`src/rtl/wdg_pkg.sv`:
```
package wdg_pkg;

    localparam int MULT_W  = 5;
    localparam int SCALE_W = 7;
    localparam int LIMIT_W = 12;

    typedef enum logic [1:0] {
        RES_SIXTEENTH = 2'b00,
        RES_QUARTER   = 2'b01,
        RES_ONE       = 2'b10,
        RES_FOUR      = 2'b11
    } wdg_res_e;

    typedef struct packed {
        logic              steer;
        logic [MULT_W-1:0] mult;
        wdg_res_e          res;
    } wdg_cfg_t;

    // number of 1/16 s units in one resolution step
    function automatic logic [SCALE_W-1:0] res_units(input wdg_res_e r);
        case (r)
            RES_SIXTEENTH: res_units = 7'd1;
            RES_QUARTER:   res_units = 7'd4;
            RES_ONE:       res_units = 7'd16;
            default:       res_units = 7'd64;
        endcase
    endfunction

    function automatic logic [LIMIT_W-1:0] limit_units(input wdg_cfg_t c);
        limit_units = LIMIT_W'(c.mult) * LIMIT_W'(res_units(c.res));
    endfunction

endpackage

```
`src/rtl/wdg_prescale.sv`:
```
module wdg_prescale #(
    parameter int UNIT_TICKS = 4
) (
    input  logic clk,
    input  logic rst,
    input  logic clr,
    input  logic run,
    input  logic tick,
    output logic unit_stb
);
    generate
        if (UNIT_TICKS <= 1) begin : g_direct
            assign unit_stb = run && tick && !clr;
        end else begin : g_count
            localparam int CW = $clog2(UNIT_TICKS);
            logic [CW-1:0] cnt;
            logic          wrap;

            assign wrap     = (cnt == CW'(UNIT_TICKS - 1));
            assign unit_stb = run && tick && !clr && wrap;

            always_ff @(posedge clk) begin
                if (rst || clr) begin
                    cnt <= '0;
                end else if (run && tick) begin
                    cnt <= wrap ? '0 : cnt + 1'b1;
                end
            end


            hold_without_tick_chk: assert property (@(posedge clk) disable iff (rst)
                (!tick && !clr) |=> $stable(cnt));
        end
    endgenerate
endmodule

```
`src/rtl/wdg_timeout.sv`:
```
module wdg_timeout
    import wdg_pkg::*;
(
    input  logic               clk,
    input  logic               rst,
    input  logic               clr,
    input  logic               unit_stb,
    input  logic [LIMIT_W-1:0] limit,
    output logic               expire
);
    logic [LIMIT_W-1:0] ucnt;

    assign expire = unit_stb && (limit != '0) && (ucnt == limit - 1'b1);

    always_ff @(posedge clk) begin
        if (rst || clr) begin
            ucnt <= '0;
        end else if (unit_stb) begin
            ucnt <= expire ? '0 : ucnt + 1'b1;
        end
    end


    count_in_range_chk: assert property (@(posedge clk) disable iff (rst)
        (limit != '0) |-> (ucnt < limit));
endmodule

```
`src/rtl/wdg_rstpulse.sv`:
```
module wdg_rstpulse #(
    parameter int RST_TICKS = 6
) (
    input  logic clk,
    input  logic rst,
    input  logic start,
    input  logic tick,
    output logic active
);
    localparam int PW = (RST_TICKS > 1) ? $clog2(RST_TICKS) : 1;

    logic [PW-1:0] pcnt;

    always_ff @(posedge clk) begin
        if (rst) begin
            active <= 1'b0;
            pcnt   <= '0;
        end else if (start) begin
            active <= 1'b1;
            pcnt   <= '0;
        end else if (active && tick) begin
            if (pcnt == PW'(RST_TICKS - 1)) begin
                active <= 1'b0;
            end
            pcnt <= pcnt + 1'b1;
        end
    end


    pulse_end_on_tick_chk: assert property (@(posedge clk) disable iff (rst)
        $fell(active) |-> $past(tick));

    pulse_start_chk: assert property (@(posedge clk) disable iff (rst)
        start |=> active);
endmodule

```
`src/rtl/wdg_top.sv`:
```
module wdg_top
    import wdg_pkg::*;
#(
    parameter int UNIT_TICKS = 4,
    parameter int RST_TICKS  = 6
) (
    input  logic       clk,
    input  logic       rst,
    input  logic       tick_en,
    input  logic       wr_en,
    input  logic [7:0] wr_data,
    input  logic       flag_clr,
    input  logic       pwr_fail,
    output logic       rst_req,
    output logic       irq_req,
    output logic       wd_flag,
    output logic [7:0] cfg_rd
);
    wdg_cfg_t           cfg_q;
    logic               accept_wr;
    logic               restart;
    logic               run;
    logic               unit_stb;
    logic               expire;
    logic [LIMIT_W-1:0] limit;

    assign accept_wr = wr_en && !pwr_fail && !rst_req;
    assign restart   = accept_wr || pwr_fail;
    assign run       = (cfg_q.mult != '0) && !restart;
    assign limit     = limit_units(cfg_q);
    assign cfg_rd    = cfg_q;

    wdg_prescale #(.UNIT_TICKS(UNIT_TICKS)) i_prescale (
        .clk      (clk),
        .rst      (rst),
        .clr      (restart),
        .run      (run),
        .tick     (tick_en),
        .unit_stb (unit_stb)
    );

    wdg_timeout i_timeout (
        .clk      (clk),
        .rst      (rst),
        .clr      (restart),
        .unit_stb (unit_stb),
        .limit    (limit),
        .expire   (expire)
    );

    wdg_rstpulse #(.RST_TICKS(RST_TICKS)) i_rstpulse (
        .clk    (clk),
        .rst    (rst),
        .start  (expire && cfg_q.steer),
        .tick   (tick_en),
        .active (rst_req)
    );

    always_ff @(posedge clk) begin
        if (rst || pwr_fail) begin
            cfg_q <= wdg_cfg_t'(8'h00);
        end else if (expire && cfg_q.steer) begin
            cfg_q <= wdg_cfg_t'(8'h00);
        end else if (accept_wr) begin
            cfg_q <= wdg_cfg_t'(wr_data);
        end
    end

    always_ff @(posedge clk) begin
        if (rst || restart) begin
            irq_req <= 1'b0;
        end else if (expire && !cfg_q.steer) begin
            irq_req <= 1'b1;
        end
    end

    always_ff @(posedge clk) begin
        if (rst) begin
            wd_flag <= 1'b0;
        end else if (expire) begin
            wd_flag <= 1'b1;
        end else if (flag_clr) begin
            wd_flag <= 1'b0;
        end
    end


    steer_reset_chk: assert property (@(posedge clk) disable iff (rst)
        (expire && cfg_q.steer) |=> (rst_req && cfg_rd == 8'h00));

    flag_set_chk: assert property (@(posedge clk) disable iff (rst)
        expire |=> wd_flag);

    irq_drop_on_write_chk: assert property (@(posedge clk) disable iff (rst)
        (wr_en && !rst_req) |=> !irq_req);

    pwr_fail_chk: assert property (@(posedge clk) disable iff (rst)
        pwr_fail |=> (!irq_req && cfg_rd == 8'h00));

    irq_needs_mult_chk: assert property (@(posedge clk) disable iff (rst)
        $rose(irq_req) |-> ($past(cfg_rd[6:2]) != 5'd0));
endmodule

```
`config.mk`:
```
export PLATFORM = sky130hd
export DESIGN_NAME = wdg_top
export DESIGN_NICKNAME = d
export VERILOG_FILES = /design/src/rtl/wdg_pkg.sv /design/src/rtl/wdg_prescale.sv /design/src/rtl/wdg_timeout.sv /design/src/rtl/wdg_rstpulse.sv /design/src/rtl/wdg_top.sv
export SDC_FILE = /design/constraint.sdc
export NUM_CORES = 1
export LEC_CHECK = 0
export ABC_CLOCK_PERIOD_IN_PS = 8300
export BUFFER_PORTS_ARGS = -buffer_cell sky130_fd_sc_hd__buf_2
export CORE_MARGIN = 2
export CORE_UTILIZATION = 57
export CTS_BUF_LIST = sky130_fd_sc_hd__clkbuf_2
export DETAILED_ROUTE_END_ITERATION = 7
export PLACE_DENSITY = 0.74
export SETUP_SLACK_MARGIN = 0.3
export SLEW_MARGIN = 15
export SYNTH_ARGS = -nofsm -noshare
export SYNTH_HDL_FRONTEND = slang
export SYNTH_SLANG_ARGS = --single-unit
```
`constraint.sdc`:
```
create_clock -name clk -period 8.3 [get_ports clk]
set_input_delay 0 -clock clk [delete_from_list [all_inputs] [get_ports clk]]
set_output_delay 0 -clock clk [all_outputs]
set_load 0.01 [all_outputs]
```
==> flow_summary.ini, run 1 <==
[run_status]
status = completed

[routing]
totalWireLength_um = 5570
drt-pass1-iter-count = 4
ant_nets = 0
initialDrtViolationCount = 128
routedWlPerCell_um = 14.6
via_per_inst = 5.95
vias = 2272
route.detailed.drc = 0

[yosys]
synth_cell_types = 67
netlist_instances = 300
yosys-top-cells-area = dfxtp_1, ha_1, a211oi_2, xnor2_1, nand2_1
synth_seq_cells = 28
synth_top_family_by_area = simple AND/OR/NAND/NOR gates
synthAdderAreaFrac_pct = 11.6
yosysTopAreaCellShare_pct = 21.4
synth-xor-area-share_pct = 10.1
yosys.area_share.simple_pct = 24.2
ys_seq_area_share_pct = 21.4
synth_top_area_cell = dfxtp_1
synth_top_cells_by_count = dfxtp_1, nand2_1, ha_1, inv_1
ys.flop_type = dfxtp_1
yosys_warnings = 0
synthesis.nets = 336
syn_area_per_cell_um2 = 8.75
muxShareOfSynthArea_pct = 3.81
synthArstFlopShare_pct = 0
synth-compound-area-share_pct = 23.8
syn_area_mm2 = 0.00262
synth_edf_count = 0

[sta]
setup_viol = 0
fin_skew_ps = 3.92
hold_viol_final = 0
period_needed_ps = 4680
rsz0062_at_grt = no
fin_tns_setup_ps = 0
max-slew-margin-rel_pct = 47.5
fmax_mhz = 214
timing.final.crit_share_pct = 56.4
slew_violations = 0
tightest_slew_ps = 776
setup_ws_ps = 3620

[cts]
insertion_delay_ps = 370
cts_htree_levels = 1
cts_tree = built
clk_path_buf_depth = 2
root_buffer = clkbuf_2
cts_resized = 0
cts.sinks = 28
path_clk_slew_ps = 270
numCtsBuffers = 3

[power_and_ir_drop]
powerDensity_mw_per_mm2 = 88.8
p_leak_nw = 1.19
pwr-share-seq_pct = 53.0
p_clk_share_pct = 32.1
combPwrFrac_pct = 14.9
swShare_pct = 24.4
intPower_uw = 196
ir_drop_v = 0.0000725
power.switching_uw = 63.3

[job]
maxCapViolations = 0

[grt]
grt_first_pass_wirelength_um = 9560
grt_pass1_vias = 2089
met2_usage_pct = 37.6
grt_max_degree = 26
grt_remaining_overflow = 0
grtUsageMet1_pct = 31.3
busiest_layer = met2
grt_usage_pct = 22.7
antenna_found_initial = 0
grt_util_met3_pct = 2.53

[die]
fp.dieW_um = 71.8
coreArea_mm2 = 0.00438
initial_core_util_pct = 59.8
die_h_um = 71.8
dieArea_mm2 = 0.00516
rows = 24
ios = 25

[worst_setup_path]
end_kind = flop
cp-start-kind = flop
crit_type = flop to flop
reg2reg_from = cfg_rd[0]
worst-path-max-fanout = 25
rrSetupSlack_ps = 3620
required_ps = 8640
worstSetupStartpoint = cfg_rd[0]
arrival_ps = 5020

[cells_and_area]
fillCellCount = 361
antennaDiodeCount = 0
syn2layout_area_growth_pct = 11.4
drive_gt1_share_pct = 21.5
multi_input_area_mm2 = 0.00194
seqCellArea_um2 = 561
finalNetCount = 367

[placement]
post-place-ws_ps = 3710
gp_congestion = 0.856
numPortBuffers = 24
dp_hpwl_um = 4080

[min_path]
hold_class = input port to flop
hold_path_startpoint = pwr_fail
## through the flow
| stage | cells | cell area, um2 | utilization, % | hold WS (ps) | power [mW] |
|---|---|---|---|---|---|
| after global routing | 382 | 2920 | 66.7 | 16.0 | 0.269 |
| after detailed placement | 367 | 2770 | 63.1 | 265 | 0.174 |
| after global placement | 367 | 2770 | 63.1 | 263 | 0.173 |
| after CTS | 382 | 2920 | 66.7 | 2.80 | 0.261 |
| final | 382 | 2920 | 66.7 | 32.0 | 0.259 |
| after floorplan | 300 | 2620 | - | 64.6 | 0.165 |
## registers in the layout, indices dropped and copies added (netlist names)
signal / count
wd_flag: 1
i_timeout.ucnt: 12
irq_req: 1
i_rstpulse.pcnt: 3
i_prescale.g_count.cnt: 2
cfg_rd: 8
i_rstpulse.active: 1
## worst paths after layout
| kind | cells after the start | to |
|---|---|---|
| worst min register to register | 1 | irq_req |
| worst max-delay path | 15 | i_rstpulse.active |
| worst min-delay path | 4 | cfg_rd[3] |
| worst max register to register | 15 | i_rstpulse.active |
## cell families after synthesis
kind of cell / Yosys count
and+or+nand+nor: 111
DFF: 28
buffers and inverters: 29
xor gates and xnor gates: 27
adders and majority gates: 22
AOI/OAI and AO/OA: 74
muxes: 9
## final cells by class
class	count	share of cell area, %
Tap cell	52	2.23
Clock inverter	1	1.03
Sequential cell	28	19.2
Clock buffer	3	0.514
Inverter	17	2.18
Multi-Input combinational cell	243	66.2
Timing Repair Buffer	38	8.65
## routing by layer
layer	up-vias	share of wire, %
met3	8	2.8
li1	1161	-
met1	1060	48
met2	43	48
met5	-	0
met4	0	1.2
## power groups by stage
stage               Combinational [mW]  Clock (mW)  Sequential (mW)
floorplan                       0.0254           0            0.140
global placement                0.0334           0            0.140
detailed placement              0.0340           0            0.140
CTS                             0.0381      0.0849            0.138
global route                    0.0418      0.0891            0.138
finish                          0.0387      0.0832            0.138
## placed cells by master (no fill, tap or decap), drive strengths merged, types with 3 or more instances in the layout
cell type / instances
a211oi: 19
a21oi: 20
a311oi: 3
a31oi: 4
and2: 14
and3: 8
buf: 27
clkbuf: 3
dfxtp: 28
dlygate4sd3: 11
fa: 4
ha: 18
inv: 17
mux2: 8
nand2: 28
nand2b: 7
nand3: 11
nand4: 3
nor2: 11
nor2b: 5
nor3: 6
o21ai: 5
or3: 4
xnor2: 14
xor2: 11
## critical path, stage by stage (launching register included)
cell     delay [ps]
dfxtp_1         440
nor2_1          450
and2_1          210
ha_1            130
inv_1            50
fa_1            550
inv_1            50
ha_1            340
or3_1           380
a211o_1         330
o21ai_1         160
or3b_1          370
a311o_2         410
nor4_4          150
buf_4           400
a41o_1          220
## timing repair
action                    4_1_cts  5_1_grt
hold buffers                   11        0
hold endpoints to repair       12        0
setup buffers                   0        0
No activity file was read; power rests on OpenSTA's default activity.
==> run 2, diff against run 1 <==
--- a/config.mk
+++ b/config.mk
@@ -5,13 +5,13 @@
 export SDC_FILE = /design/constraint.sdc
 export NUM_CORES = 1
 export LEC_CHECK = 0
-export ABC_CLOCK_PERIOD_IN_PS = 8300
+export ABC_CLOCK_PERIOD_IN_PS = 4000
 export BUFFER_PORTS_ARGS = -buffer_cell sky130_fd_sc_hd__buf_2
 export CORE_MARGIN = 2
-export CORE_UTILIZATION = 57
+export CORE_UTILIZATION = 56
 export CTS_BUF_LIST = sky130_fd_sc_hd__clkbuf_2
 export DETAILED_ROUTE_END_ITERATION = 7
-export PLACE_DENSITY = 0.74
+export PLACE_DENSITY = 0.76
 export SETUP_SLACK_MARGIN = 0.3
 export SLEW_MARGIN = 15
 export SYNTH_ARGS = -nofsm -noshare
==> constraint.sdc (replaced) <==
create_clock -name clk -period 4 [get_ports clk]
set_input_delay 0 -clock clk [delete_from_list [all_inputs] [get_ports clk]]
set_output_delay 0 -clock clk [all_outputs]
set_load 0.01 [all_outputs]
==> flow_summary.ini, run 2 (synthesized netlist as in run 1, its figures left out) <==
[cts]
cts_htree_levels = 1
insertion_delay_ps = 390
root_buffer = clkbuf_2
numCtsBuffers = 3
cts.sinks = 28
cts_tree = built
path_clk_slew_ps = 250
clk_path_buf_depth = 2

[run_status]
status = completed

[worst_setup_path]
crit_family = compound AO/OA/AOI/OAI gates
cp-start-kind = flop
critPathBufInv = 2
crit_chain = nor2b_4 -> and2_4 -> ha_4 -> inv_2 -> fa_1 -> inv_2 -> ha_4 -> or3_4 -> a211o_4 -> o21ai_2 -> or3b_1 -> a311o_2 -> o41ai_1 -> o211ai_1
crit_type = flop to flop
worst-path-max-fanout = 5
end_kind = flop
arrival_ps = 4250
required_ps = 4260
slowest_stage = fa_1
cpPeakStageDelay_ps = 510

[power_and_ir_drop]
p_leak_nw = 1.39
ir_drop_v = 0.000166
total_power_uw = 560
powerDensity_mw_per_mm2 = 161

[sta]
period_needed_ps = 3990
fin_skew_ps = 26.7
tightest_slew_ps = 682
setup_viol = 0
fmax_mhz = 251
rsz0062_at_grt = yes
hold_viol_final = 0
setup_ws_ps = 14.0
hold_ws_ps = 41.3
max-slew-margin-rel_pct = 54.4
fin_tns_setup_ps = 0
timing.final.crit_share_pct = 99.7
slew_violations = 0

[grt]
grt_pass1_vias = 2542
grt_remaining_overflow = 0
grt_max_degree = 17
antenna_found_initial = 0
grt_first_pass_wirelength_um = 11300
grt_usage_pct = 26.9

[placement]
place_area_mm2 = 0.00299
numPortBuffers = 24
post-place-ws_ps = 17.9
gp_congestion = 0.808
placed_cells = 385
dp_hpwl_um = 4620

[die]
ios = 25
coreArea_mm2 = 0.00444
initial_core_util_pct = 59.0
die_h_um = 72.5
dieArea_mm2 = 0.00525
rows = 24
fp.dieW_um = 72.5

[cells_and_area]
seqCellArea_um2 = 568
final_area_mm2 = 0.00347
syn2layout_area_growth_pct = 32.4
final_util_pct = 78.2
antennaDiodeCount = 0
multi_input_area_mm2 = 0.00215
largest_reg_flops = 12
drive_gt1_share_pct = 37.7
fillCellCount = 264
final_cell_mix = buf_4, nand2_1, dfxtp_1, buf_2, xnor2_1
regMostFlops = i_timeout.ucnt
fin_cells = 415
finalNetCount = 400
layout_commonest_cell = buf_4

[routing]
initialDrtViolationCount = 245
routedWlPerCell_um = 17.3
vias = 2575
drt-pass1-iter-count = 4
route.detailed.drc = 0
ant_nets = 0
totalWireLength_um = 7180
via_per_inst = 6.20

[job]
maxCapViolations = 0

[min_path]
hold_class = input port to flop
==> run 2: cell count changes in the layout (fill, tap and decap cells not counted), moves of 4 or more <==
| cell | before | now |
|---|---|---|
| ha_1 | 18 | 13 |
| inv_1 | 17 | 12 |
| ha_4 | 0 | 4 |
| inv_2 | 0 | 5 |
| buf_4 | 3 | 29 |
==> run 2: final cells by class <==
cell class	instances	area share, %
Tap cell	52	1.87
Timing Repair Buffer	71	16.8
Inverter	17	1.84
Clock inverter	1	0.864
Clock buffer	3	0.432
Sequential cell	28	16.3
Multi-Input combinational cell	243	61.9
==> run 2: worst register-to-register path, cell delays in order (launching register included) <==
cell,delay [ps]
dfxtp_4,420
nor2b_4,140
and2_4,160
ha_4,250
inv_2,30
fa_1,510
inv_2,50
ha_4,210
or3_4,340
a211o_4,300
o21ai_2,150
or3b_1,350
a311o_2,360
o41ai_1,440
o211ai_1,160
==> run 2: worst paths after layout <==
| check | startpoint | to | slack [ps] | cells past startpoint |
|---|---|---|---|---|
| worst max-delay path | cfg_rd[0] | i_timeout.ucnt[1] | 10 | 14 |
| worst max register to register | cfg_rd[0] | i_timeout.ucnt[1] | 10 | 14 |
| worst min register to register | irq_req | irq_req | 520 | 1 |
| worst min-delay path | pwr_fail | cfg_rd[6] | 40 | 4 |
==> run 2: power breakdown <==
part | internal, mW | leakage, nW | switching (mW)
clock | 0.0860 | 0.0266 | 0.0878
combinational | 0.0509 | 1.13 | 0.0520
sequential | 0.281 | 0.227 | 0.00260
==> run 2: per-layer routing <==
metal / GRT usage [%] / vias to the layer above / part of all wire (%)
met1: 32.6 / 1263 / 43
met2: 48.8 / 61 / 51
li1: - / 1230 / -
met4: 8.64 / 0 / 2.3
met5: 0 / - / 0
met3: 3.89 / 21 / 3.7
==> run 2: what timing repair did <==
item                       4_1_cts  5_1_grt
setup endpoints to repair       26       26
gates resized for setup          9       22
hold endpoints to repair        12        0
gates cloned                     2        2
pin swaps                        5        4
hold buffers                    11        0
buffers inserted                 6        5
==> run 3, diff against run 2 <==
==> constraint.sdc (replaced) <==
create_clock -name clk -period 4 [get_ports clk]
set_input_delay 0.4 -clock clk [delete_from_list [all_inputs] [get_ports clk]]
set_output_delay 0.4 -clock clk [all_outputs]
set_load 0.01 [all_outputs]
==> flow_summary.ini, run 3 (synthesized netlist as in run 1, its figures left out) <==
[run_status]
status = completed

[cells_and_area]
final_cell_mix = nand2_1, buf_4, dfxtp_1, buf_2, xnor2_1
seqCellArea_um2 = 568
finalNetCount = 387
fillCellCount = 319
drive_gt1_share_pct = 36.9
multi_input_area_mm2 = 0.00209
regMostFlops = i_timeout.ucnt
syn2layout_area_growth_pct = 25.4
largest_reg_flops = 12
fin_cells = 402
antennaDiodeCount = 0
final_util_pct = 74.0

[worst_setup_path]
worst-path-max-fanout = 5
rrSetupSlack_ps = 40
crit_type = flop to flop
cp-start-kind = flop
end_kind = flop
required_ps = 4260
arrival_ps = 4220

[die]
die_h_um = 72.5
coreArea_mm2 = 0.00444
rows = 24
fp.dieW_um = 72.5
initial_core_util_pct = 59.0
dieArea_mm2 = 0.00525
ios = 25

[power_and_ir_drop]
combPwrFrac_pct = 15.9
p_leak_nw = 1.32
powerDensity_mw_per_mm2 = 165
swShare_pct = 25.1
power.switching_uw = 137
p_clk_share_pct = 31.9
pwr-share-seq_pct = 52.2
intPower_uw = 407
ir_drop_v = 0.000167

[sta]
setup_ws_ps = 40.7
setup_viol = 0
tightest_slew_ps = 699
rsz0062_at_grt = yes
period_needed_ps = 3960
hold_viol_final = 0
fmax_mhz = 253
fin_skew_ps = 31.8
max-slew-margin-rel_pct = 53.3
hold_ws_ps = 219
timing.final.crit_share_pct = 99.0
slew_violations = 0

[routing]
ant_nets = 0
route.detailed.drc = 0
drt-pass1-iter-count = 5
routedWlPerCell_um = 16.7
initialDrtViolationCount = 166
vias = 2502
totalWireLength_um = 6710
via_per_inst = 6.22

[grt]
busiest_layer = met2
met2_usage_pct = 47.6
grt_max_degree = 17
grt_pass1_vias = 2445
grt_first_pass_wirelength_um = 11000
grt_remaining_overflow = 0
grtUsageMet1_pct = 32.4
grt_usage_pct = 26.2
grt_util_met3_pct = 3.47
antenna_found_initial = 0

[cts]
cts_htree_levels = 1
cts_hold_buf = 0
insertion_delay_ps = 390
numCtsBuffers = 3
path_clk_slew_ps = 290
cts.sinks = 28
root_buffer = clkbuf_2
cts_tree = built
clk_path_buf_depth = 2

[placement]
placed_cells = 385
numPortBuffers = 24
gp_congestion = 0.808
dp_hpwl_um = 4620
post-place-ws_ps = 17.9

[min_path]
hold_class = input port to flop

[job]
maxCapViolations = 0
## run 3: metal layers
metal	vias to the layer above	wire length, um
met4	0	129
li1	1208	-
met2	54	3340
met3	15	228
met5	-	0
met1	1225	3020
## run 3: repair_timing
action,CTS,global route
gates resized for setup,9,11
pin swaps,5,3
setup buffers,6,4
endpoints found under the setup margin,26,26
gates cloned,2,1
## run 3: through the flow
stage	total power [mW]	setup TNS, ps	cell area [um2]
4_1_cts	0.543	0	3180
2_1_floorplan	0.344	0	2700
3_5_place_dp	0.367	0	2990
6_report	0.543	0	3290
5_1_grt	0.562	-1980	3290
3_3_place_gp	0.365	0	2990
## run 3: power groups by stage
stage	clock network (mW)	logic, mW	registers (mW)
finish	0.174	0.0861	0.284
detailed placement	0	0.0782	0.289
global placement	0	0.0761	0.288
floorplan	0	0.0542	0.290
global route	0.184	0.0938	0.284
CTS	0.178	0.0820	0.284
## run 3: worst max-delay path, cell delays in order, from the launching register on
cell,delay (ps)
dfxtp_4,420
nor2b_4,140
and2_4,160
ha_4,250
inv_2,30
fa_1,510
inv_2,50
ha_4,210
or3_4,330
a211o_1,290
o21ai_2,180
or3b_1,350
a311o_2,360
o41ai_1,410
o211ai_1,160
## run 3: cell type report
type / count / area share, %
tap: 52 / 1.98
multi-input combinational: 243 / 63.5
timing repair buffer: 58 / 14.0
clock inverter: 1 / 0.913
sequential: 28 / 17.3
inverter: 17 / 1.94
clock buffer: 3 / 0.456
## run 3: final timing paths
path              cells past startpoint            endpoint  startpoint
setup reg to reg                     14   i_timeout.ucnt[1]   cfg_rd[0]
setup / recovery                     14   i_timeout.ucnt[1]   cfg_rd[0]
hold reg to reg                       1             irq_req     irq_req
hold / removal                        2  i_rstpulse.pcnt[0]         rst
